File: src/rtl/gpio_ovr_pkg.sv
package gpio_ovr_pkg;

  // Strobes from the control decode to the pad/input datapath, one per pin
  typedef struct packed {
    logic driveEn;
    logic driveVal;
    logic pullEn;
    logic inEn;
  } pin_strobe_t;

endpackage

File: src/rtl/gpio_ovr_ctrl.sv
module gpio_ovr_ctrl
  import gpio_ovr_pkg::*;
#(
  parameter int NUM_PINS = 4
) (
  input  logic [NUM_PINS-1:0] dirReg,
  input  logic [NUM_PINS-1:0] portReg,
  input  logic                pullDisable,
  input  logic                sleepReq,
  input  logic [NUM_PINS-1:0] puOvEn,
  input  logic [NUM_PINS-1:0] puOvVal,
  input  logic [NUM_PINS-1:0] ddOvEn,
  input  logic [NUM_PINS-1:0] ddOvVal,
  input  logic [NUM_PINS-1:0] pvOvEn,
  input  logic [NUM_PINS-1:0] pvOvVal,
  input  logic [NUM_PINS-1:0] dieOvEn,
  input  logic [NUM_PINS-1:0] dieOvVal,
  output pin_strobe_t [NUM_PINS-1:0] strobes
);

  for (genvar p = 0; p < NUM_PINS; p++) begin : g_pin
    logic pullNatural;
    logic driveOn;
    logic valueSel;

    always_comb begin
      // Register-driven pull-up: input, port bit high, pull-ups not globally off
      pullNatural = !dirReg[p] && portReg[p] && !pullDisable;
      driveOn     = ddOvEn[p] ? ddOvVal[p] : dirReg[p];
      valueSel    = pvOvEn[p] ? pvOvVal[p] : portReg[p];

      strobes[p].pullEn   = puOvEn[p] ? puOvVal[p] : pullNatural;
      strobes[p].driveEn  = driveOn;
      strobes[p].driveVal = driveOn && valueSel;
      strobes[p].inEn     = dieOvEn[p] ? dieOvVal[p] : !sleepReq;
    end
  end

  // an idle driver never presents a high value
  always_comb begin
    for (int p = 0; p < NUM_PINS; p++) begin
      a_r4_idle_value_low: assert (strobes[p].driveEn || !strobes[p].driveVal);
    end
  end

endmodule

File: src/rtl/gpio_ovr_dp.sv
module gpio_ovr_dp
  import gpio_ovr_pkg::*;
#(
  parameter int NUM_PINS    = 4,
  parameter int SYNC_STAGES = 2
) (
  input  logic                       clk,
  input  logic                       rstN,
  input  pin_strobe_t [NUM_PINS-1:0] strobes,
  input  logic [NUM_PINS-1:0]        padIn,
  output logic [NUM_PINS-1:0]        padDriveEn,
  output logic [NUM_PINS-1:0]        padDriveVal,
  output logic [NUM_PINS-1:0]        padPullEn,
  output logic [NUM_PINS-1:0]        periphIn,
  output logic [NUM_PINS-1:0]        pinSync
);

  localparam int LAST_STAGE = SYNC_STAGES - 1;

  logic [NUM_PINS-1:0] clampedIn;
  logic [NUM_PINS-1:0] inEnVec;

  for (genvar p = 0; p < NUM_PINS; p++) begin : g_pin
    logic [SYNC_STAGES-1:0] syncChain;

    always_comb begin
      padDriveEn[p]  = strobes[p].driveEn;
      padDriveVal[p] = strobes[p].driveVal;
      padPullEn[p]   = strobes[p].pullEn;
      inEnVec[p]     = strobes[p].inEn;
      // Clamp sits ahead of both the peripheral tap and the synchronizer
      clampedIn[p]   = padIn[p] && strobes[p].inEn;
    end

    always_ff @(posedge clk or negedge rstN) begin
      if (!rstN) begin
        syncChain <= '0;
      end else begin
        syncChain <= {syncChain[SYNC_STAGES-2:0], clampedIn[p]};
      end
    end

    assign pinSync[p] = syncChain[LAST_STAGE];
  end

  assign periphIn = clampedIn;

  // Cycles since reset, saturating, so the latency check never looks before reset
  logic [1:0] rstAge;
  always_ff @(posedge clk or negedge rstN) begin
    if (!rstN) rstAge <= '0;
    else if (rstAge != 2'd3) rstAge <= rstAge + 2'd1;
  end

  // a disabled input reaches the peripherals as 0
  a_r6_clamp_zero: assert property (@(posedge clk) disable iff (!rstN)
    ((periphIn & ~inEnVec) == '0));

  // register-visible value lags the clamped input by two edges
  if (SYNC_STAGES == 2) begin : g_lat_chk
    a_r7_sync_latency: assert property (@(posedge clk) disable iff (!rstN)
      (rstAge >= 2'd2) |-> (pinSync == $past(periphIn, 2)));
  end

endmodule

File: src/rtl/gpio_ovr_cell.sv
module gpio_ovr_cell
  import gpio_ovr_pkg::*;
#(
  parameter int NUM_PINS    = 4,
  parameter int SYNC_STAGES = 2
) (
  input  logic                clk,
  input  logic                rstN,
  input  logic [NUM_PINS-1:0] dirReg,
  input  logic [NUM_PINS-1:0] portReg,
  input  logic                pullDisable,
  input  logic                sleepReq,
  input  logic [NUM_PINS-1:0] puOvEn,
  input  logic [NUM_PINS-1:0] puOvVal,
  input  logic [NUM_PINS-1:0] ddOvEn,
  input  logic [NUM_PINS-1:0] ddOvVal,
  input  logic [NUM_PINS-1:0] pvOvEn,
  input  logic [NUM_PINS-1:0] pvOvVal,
  input  logic [NUM_PINS-1:0] dieOvEn,
  input  logic [NUM_PINS-1:0] dieOvVal,
  input  logic [NUM_PINS-1:0] padIn,
  output logic [NUM_PINS-1:0] padDriveEn,
  output logic [NUM_PINS-1:0] padDriveVal,
  output logic [NUM_PINS-1:0] padPullEn,
  output logic [NUM_PINS-1:0] periphIn,
  output logic [NUM_PINS-1:0] pinSync
);

  pin_strobe_t [NUM_PINS-1:0] strobes;

  gpio_ovr_ctrl #(.NUM_PINS(NUM_PINS)) ctrl_i (
    .dirReg(dirReg), .portReg(portReg), .pullDisable(pullDisable),
    .sleepReq(sleepReq), .puOvEn(puOvEn), .puOvVal(puOvVal),
    .ddOvEn(ddOvEn), .ddOvVal(ddOvVal), .pvOvEn(pvOvEn), .pvOvVal(pvOvVal),
    .dieOvEn(dieOvEn), .dieOvVal(dieOvVal), .strobes(strobes)
  );

  gpio_ovr_dp #(.NUM_PINS(NUM_PINS), .SYNC_STAGES(SYNC_STAGES)) dp_i (
    .clk(clk), .rstN(rstN), .strobes(strobes), .padIn(padIn),
    .padDriveEn(padDriveEn), .padDriveVal(padDriveVal), .padPullEn(padPullEn),
    .periphIn(periphIn), .pinSync(pinSync)
  );

  for (genvar p = 0; p < NUM_PINS; p++) begin : g_chk
    // direction override takes the driver regardless of the register
    a_r3_dir_override: assert property (@(posedge clk) disable iff (!rstN)
      ddOvEn[p] |-> (padDriveEn[p] == ddOvVal[p]));

    // full output override drives the override value
    a_r9_override_wins: assert property (@(posedge clk) disable iff (!rstN)
      (ddOvEn[p] && ddOvVal[p] && pvOvEn[p]) |-> (padDriveEn[p] && padDriveVal[p] == pvOvVal[p]));

    // leaving sleep with the pad high yields a rising edge at the tap
    a_r8_wake_edge: assert property (@(posedge clk) disable iff (!rstN)
      ($fell(sleepReq) && !dieOvEn[p] && !$past(dieOvEn[p]) && padIn[p] && $past(padIn[p]))
      |-> $rose(periphIn[p]));
  end

endmodule

File: config.mk
export PLATFORM = sky130hd
export DESIGN_NAME = gpio_ovr_cell
export DESIGN_NICKNAME = d
export VERILOG_FILES = /design/src/rtl/gpio_ovr_pkg.sv /design/src/rtl/gpio_ovr_ctrl.sv /design/src/rtl/gpio_ovr_dp.sv /design/src/rtl/gpio_ovr_cell.sv
export SDC_FILE = /design/constraint.sdc
export NUM_CORES = 1
export LEC_CHECK = 0
export BUFFER_PORTS_ARGS = -buffer_cell sky130_fd_sc_hd__buf_4
export CAP_MARGIN = 20
export CORE_MARGIN = 8
export CORE_UTILIZATION = 35
export DETAILED_ROUTE_END_ITERATION = 6
export PLACE_DENSITY = 0.9
export SKIP_LAST_GASP = 1
export SYNTH_ARGS = -nofsm -noshare
export SYNTH_HDL_FRONTEND = slang
export SYNTH_SLANG_ARGS = --single-unit
File: constraint.sdc
create_clock -name clk -period 1.42 [get_ports clk]
set_input_delay 0 -clock clk [delete_from_list [all_inputs] [get_ports clk]]
set_output_delay 0 -clock clk [all_outputs]
set_load 0.02 [all_outputs]
==> Word level (Yosys, flattened, before mapping) <==
Cells that the tools add are included.
{ "word_totals": {"output_inout_bits": 20, "in_bits": 48, "ram_bits": 0, "register_bits": 8, "latchBits": 0, "rom_bits": 0, "n_memories": 0} }
{ "classes": {"reduce_logical": 22, "n_div": 0, "mul": 0, "n_eq_ne": 0, "addsub": 0, "n_bitwise": 0, "order_cmp": 0, "n_shift": 0, "mux": 16} }
{ "ops": {"columns": ["op", "count"], "rows": [
  ["1-bit logical AND", 16],
  ["1-bit 2-to-1 mux", 16],
  ["1-bit logical NOT", 6]
]} }

==> Depth between registers and ports, before layout <==
{ "logic_depth": {"depth_word": 4, "ltp_mapped": 2, "mapped_depth_nobuf": 2} }

==> By module <==
A second synthesis with hierarchy kept.
{ "unflattened": {"cells_unflattened": 64, "hier_area_um2": 630.6} }
{ "by_module_without_submodules": {"columns": ["module", "instances", "cells_each", "seq_area_each_um2", "area_each_um2"], "rows": [
  ["gpio_ovr_dp", 1, 28, 200.2, 345.3],
  ["gpio_ovr_ctrl", 1, 36, 0.0, 285.3]
]} }

==> Worst setup path after synthesis <==
Ideal clock, no wire load.
{ "synth_path": {"kind": "input to register", "start": "in sleepReq", "end": "reg dp_i.g_pin[0].syncChain[0]", "stages": 2, "t_arrival_ns": 0.600, "path_buffers": 0, "path_slack_ns": 0.654, "cell_sequence": "or2_1 -> a21boi_1"} }
{ "synth_via": {"elab_chain_cells": 3} }
{ "synth_rtl": {"columns": ["element", "line", "source"], "rows": [
  ["start: declaration", "gpio_ovr_cell.sv:12", "input logic sleepReq,"],
  ["1-bit logical NOT", "gpio_ovr_ctrl.sv:35", "strobes[p].inEn = dieOvEn[p] ? dieOvVal[p] : !sleepReq;"],
  ["1-bit 2-to-1 mux", "gpio_ovr_ctrl.sv:35", null],
  ["1-bit logical AND", "gpio_ovr_dp.sv:32", "clampedIn[p] = padIn[p] && strobes[p].inEn;"],
  ["net periphIn[0]", "gpio_ovr_cell.sv:25", "output logic [NUM_PINS-1:0] periphIn,"],
  ["end signal: assignment", "gpio_ovr_dp.sv:39", "syncChain <= {syncChain[SYNC_STAGES-2:0], clampedIn[p]};"],
  ["end: declaration", "gpio_ovr_dp.sv:24", "logic [SYNC_STAGES-1:0] syncChain;"]
]} }
The timed path passes the listed nets, and every way through them passes these cells.

==> Worst setup path in the final report <==
{ "layout_path": {"start": "reg dp_i.g_pin[2].syncChain[1]", "end": "out pinSync[2]"} }
{ "layout_rtl": {"columns": ["element", "line", "source"], "rows": [
  ["start: declaration", "gpio_ovr_dp.sv:24", null],
  ["start signal: assignment", "gpio_ovr_dp.sv:39", null],
  ["end: declaration", "gpio_ovr_cell.sv:26", "output logic [NUM_PINS-1:0] pinSync"]
]} }
No word-level cell between the ends.

==> flow_summary.yaml <==
floorplanning:
  initial_core_util_pct: 38.1
  die_x_um: 56.7
  placementRows: 14
  core_um2: 1520
  dieArea_um2: 3220
  chipHeight_um: 56.7
  io_pins: 68
timing:
  max_freq_ghz: 1.31
  clock_skew_ns: 0.00229
  slew_violations: 0
  setup_viol: 0
  period_needed_ns: 0.764
  tightest_slew_ns: 0.292
  fin_setup_tns_ns: 0
  rsz0062_at_grt: "false"
  maxSlewHeadroom_pct: 80.3
  hold_viol: 0
  finalCritPeriodShare_pct: 53.8
route:
  wl_met2_um: 1370
  route.detailed.drc: 0
  initialDrtViolationCount: 9
  met1_length_um: 679
  viasPerCell: 4.76
  wire_per_inst_um: 17.7
  drtPass1Iterations: 3
  ant_nets: 0
  highest_layer: "met4"
  vias: 623
  wl_um: 2330
  route.met3.wl_um: 240
run_status:
  status: "completed"
critical_path:
  path_max_fanout: 1
  endpoint: "pinSync[2]"
  startpoint_type: "register"
  worst_path_largest_cell_delay_ns: 0.36
  required_ns: 1.42
  crit_buf_inv: 1
  r2r_start: "dp_i.g_pin[0].syncChain[0]$_DFF_PN0_"
  cp-end-kind: "primary output"
  reg2reg_to: "dp_i.g_pin[0].syncChain[1]$_DFF_PN0_"
  r2r_cells: 0
  rrSetupSlack_ns: 0.95
  cp.depth: 1
  crit_path_start: "dp_i.g_pin[2].syncChain[1]$_DFF_PN0_"
  crit_path_cell_trace: "buf_4"
  arrival_ns: 0.76
  cpLargestDelayFamily: "flip-flops"
  crit_type: "reg2out"
  slowest_stage: "dfrtp_1"
global_route:
  grt_pass1_wl_um: 3630
  globalRouteOverflowTotal: 0
  antenna_found_initial: 0
  grt_max_degree: 9
  grt_pass1_vias: 735
  track_usage_pct: 14.4
cts:
  cts_tree: "done"
  clock_latency_ns: 0.25
  htree_levels: 1
  ctsResizeCount: 0
  cts.sinks: 8
  path_clk_slew_ns: 0.05
  cts_buffers: 3
  cts_max_path_buffers: 2
  clk_root_buffer_cell: "clkbuf_4"
flow_run:
  maxCapViolCount: 0
final_layout:
  final_util_pct: 70.6
  layout.nets: 165
  n_antenna_cell: 0
  final_layout_size_suffix_gt1_share_pct: 74.8
  largest_register: "dp_i.g_pin.syncChain"
  mostFrequentLayoutCells: "buf_4, nand2_1, mux2_4, dfrtp_1"
  top_regs: "dp_i.g_pin.syncChain x8"
  syn_to_final_growth_pct: 85.3
  final_common_cell: "buf_4"
  largest_reg_flops: 8
synthesis:
  synth-seq-area-share_pct: 34.5
  syn_area_um2: 581
  syn-num-nets: 100
  ys_warn_count: 0
  postSynthRegisterBits: 8
  synth_cell_type_count: 9
  syn_area_per_cell_um2: 11.2
  synth_cells: 52
place:
  place_congestion: 0.707
  port-buffer-count: 67
  dp_hpwl_um: 2140
power:
  p_int_mw: 0.523
  pwr-share-clk_pct: 23.0
  power_switching_share_pct: 28.0
  p_leak_nw: 0.617
  ir_drop_v: 0.000523
  power_frac_seq_pct: 33.7
  pwr-share-comb_pct: 43.3
  switchingPower_mw: 0.203
  power_per_cell_area_nw_per_um2: 675
min_path:
  min_path_type: "in2reg"
[per-layer routing]
| metal | track usage (%) | vias up |
|---|---|---|
| met5 | 0 | - |
| met4 | 6.53 | 0 |
| met3 | 6.07 | 4 |
| met2 | 28.5 | 39 |
| met1 | 11.7 | 283 |
| li1 | - | 297 |
[metrics by stage]
stage          hold slack (ns)  instance area (µm²)  total power, mW  cells  worst slack (ns)
3_5_place_dp            -0.181                 1040            0.565    127             0.695
6_report                0.0173                 1080            0.726    131             0.656
5_1_grt                 0.0296                 1080            0.764    131             0.633
2_1_floorplan           -0.296                  581            0.397     52             0.654
4_1_cts                 0.0112                 1080            0.739    131             0.641
3_3_place_gp            -0.183                 1040            0.552    127             0.731
[cell usage after synthesis, drive strengths merged]
library cell	number	area share, %
mux2	8	21
buf	8	10
inv	4	2.6
and2	4	6.0
or2	4	4.3
o41ai	4	11
dfrtp	8	34
nand2	8	5.2
a21boi	4	5.2
[how the worst min path moves through the flow]
stage,cells past startpoint,end,start
final,3,dp_i.g_pin[1].syncChain[0]$_DFF_PN0_,dieOvVal[1]
after CTS,3,dp_i.g_pin[1].syncChain[0]$_DFF_PN0_,dieOvVal[1]
after global placement,1,dp_i.g_pin[1].syncChain[0]$_DFF_PN0_,rstN
after detailed placement,1,dp_i.g_pin[1].syncChain[1]$_DFF_PN0_,rstN
after floorplan,0,dp_i.g_pin[0].syncChain[0]$_DFF_PN0_,rstN
after global routing,2,dp_i.g_pin[1].syncChain[0]$_DFF_PN0_,padIn[1]
[power groups by stage]
stage	Clock [mW]	Combinational, mW	Sequential, mW
floorplan	0	0.149	0.248
global placement	0	0.303	0.248
detailed placement	0	0.316	0.249
CTS	0.175	0.319	0.245
global route	0.183	0.335	0.246
finish	0.167	0.314	0.245
[timing repair]
| action | in CTS | in global routing |
|---|---|---|
| endpoints found under the hold margin | 8 | 0 |
| setup buffers | 0 | 0 |
| hold buffers | 1 | 0 |
[layout make-up]
type	count	area, µm²
Sequential cell	8	200
Timing Repair Buffer	68	513
Tap cell	16	20.0
Fill cell	126	448
Clock buffer	3	22.5
Multi-Input combinational cell	32	305
Inverter	4	15.0
[cells by family (layout without fill, tap and decap cells)]
logic type / count (synthesis) / after routing / synth area share (%)
AND/OR/NAND/NOR: 16 / 16 / 15.5
multiplexers: 8 / 8 / 20.7
AO/OA/AOI/OAI: 8 / 8 / 16.4
buffers and inverters: 12 / 75 / 12.9
flip-flops: 8 / 8 / 34.5
Power figures use the tool's default switching activity.
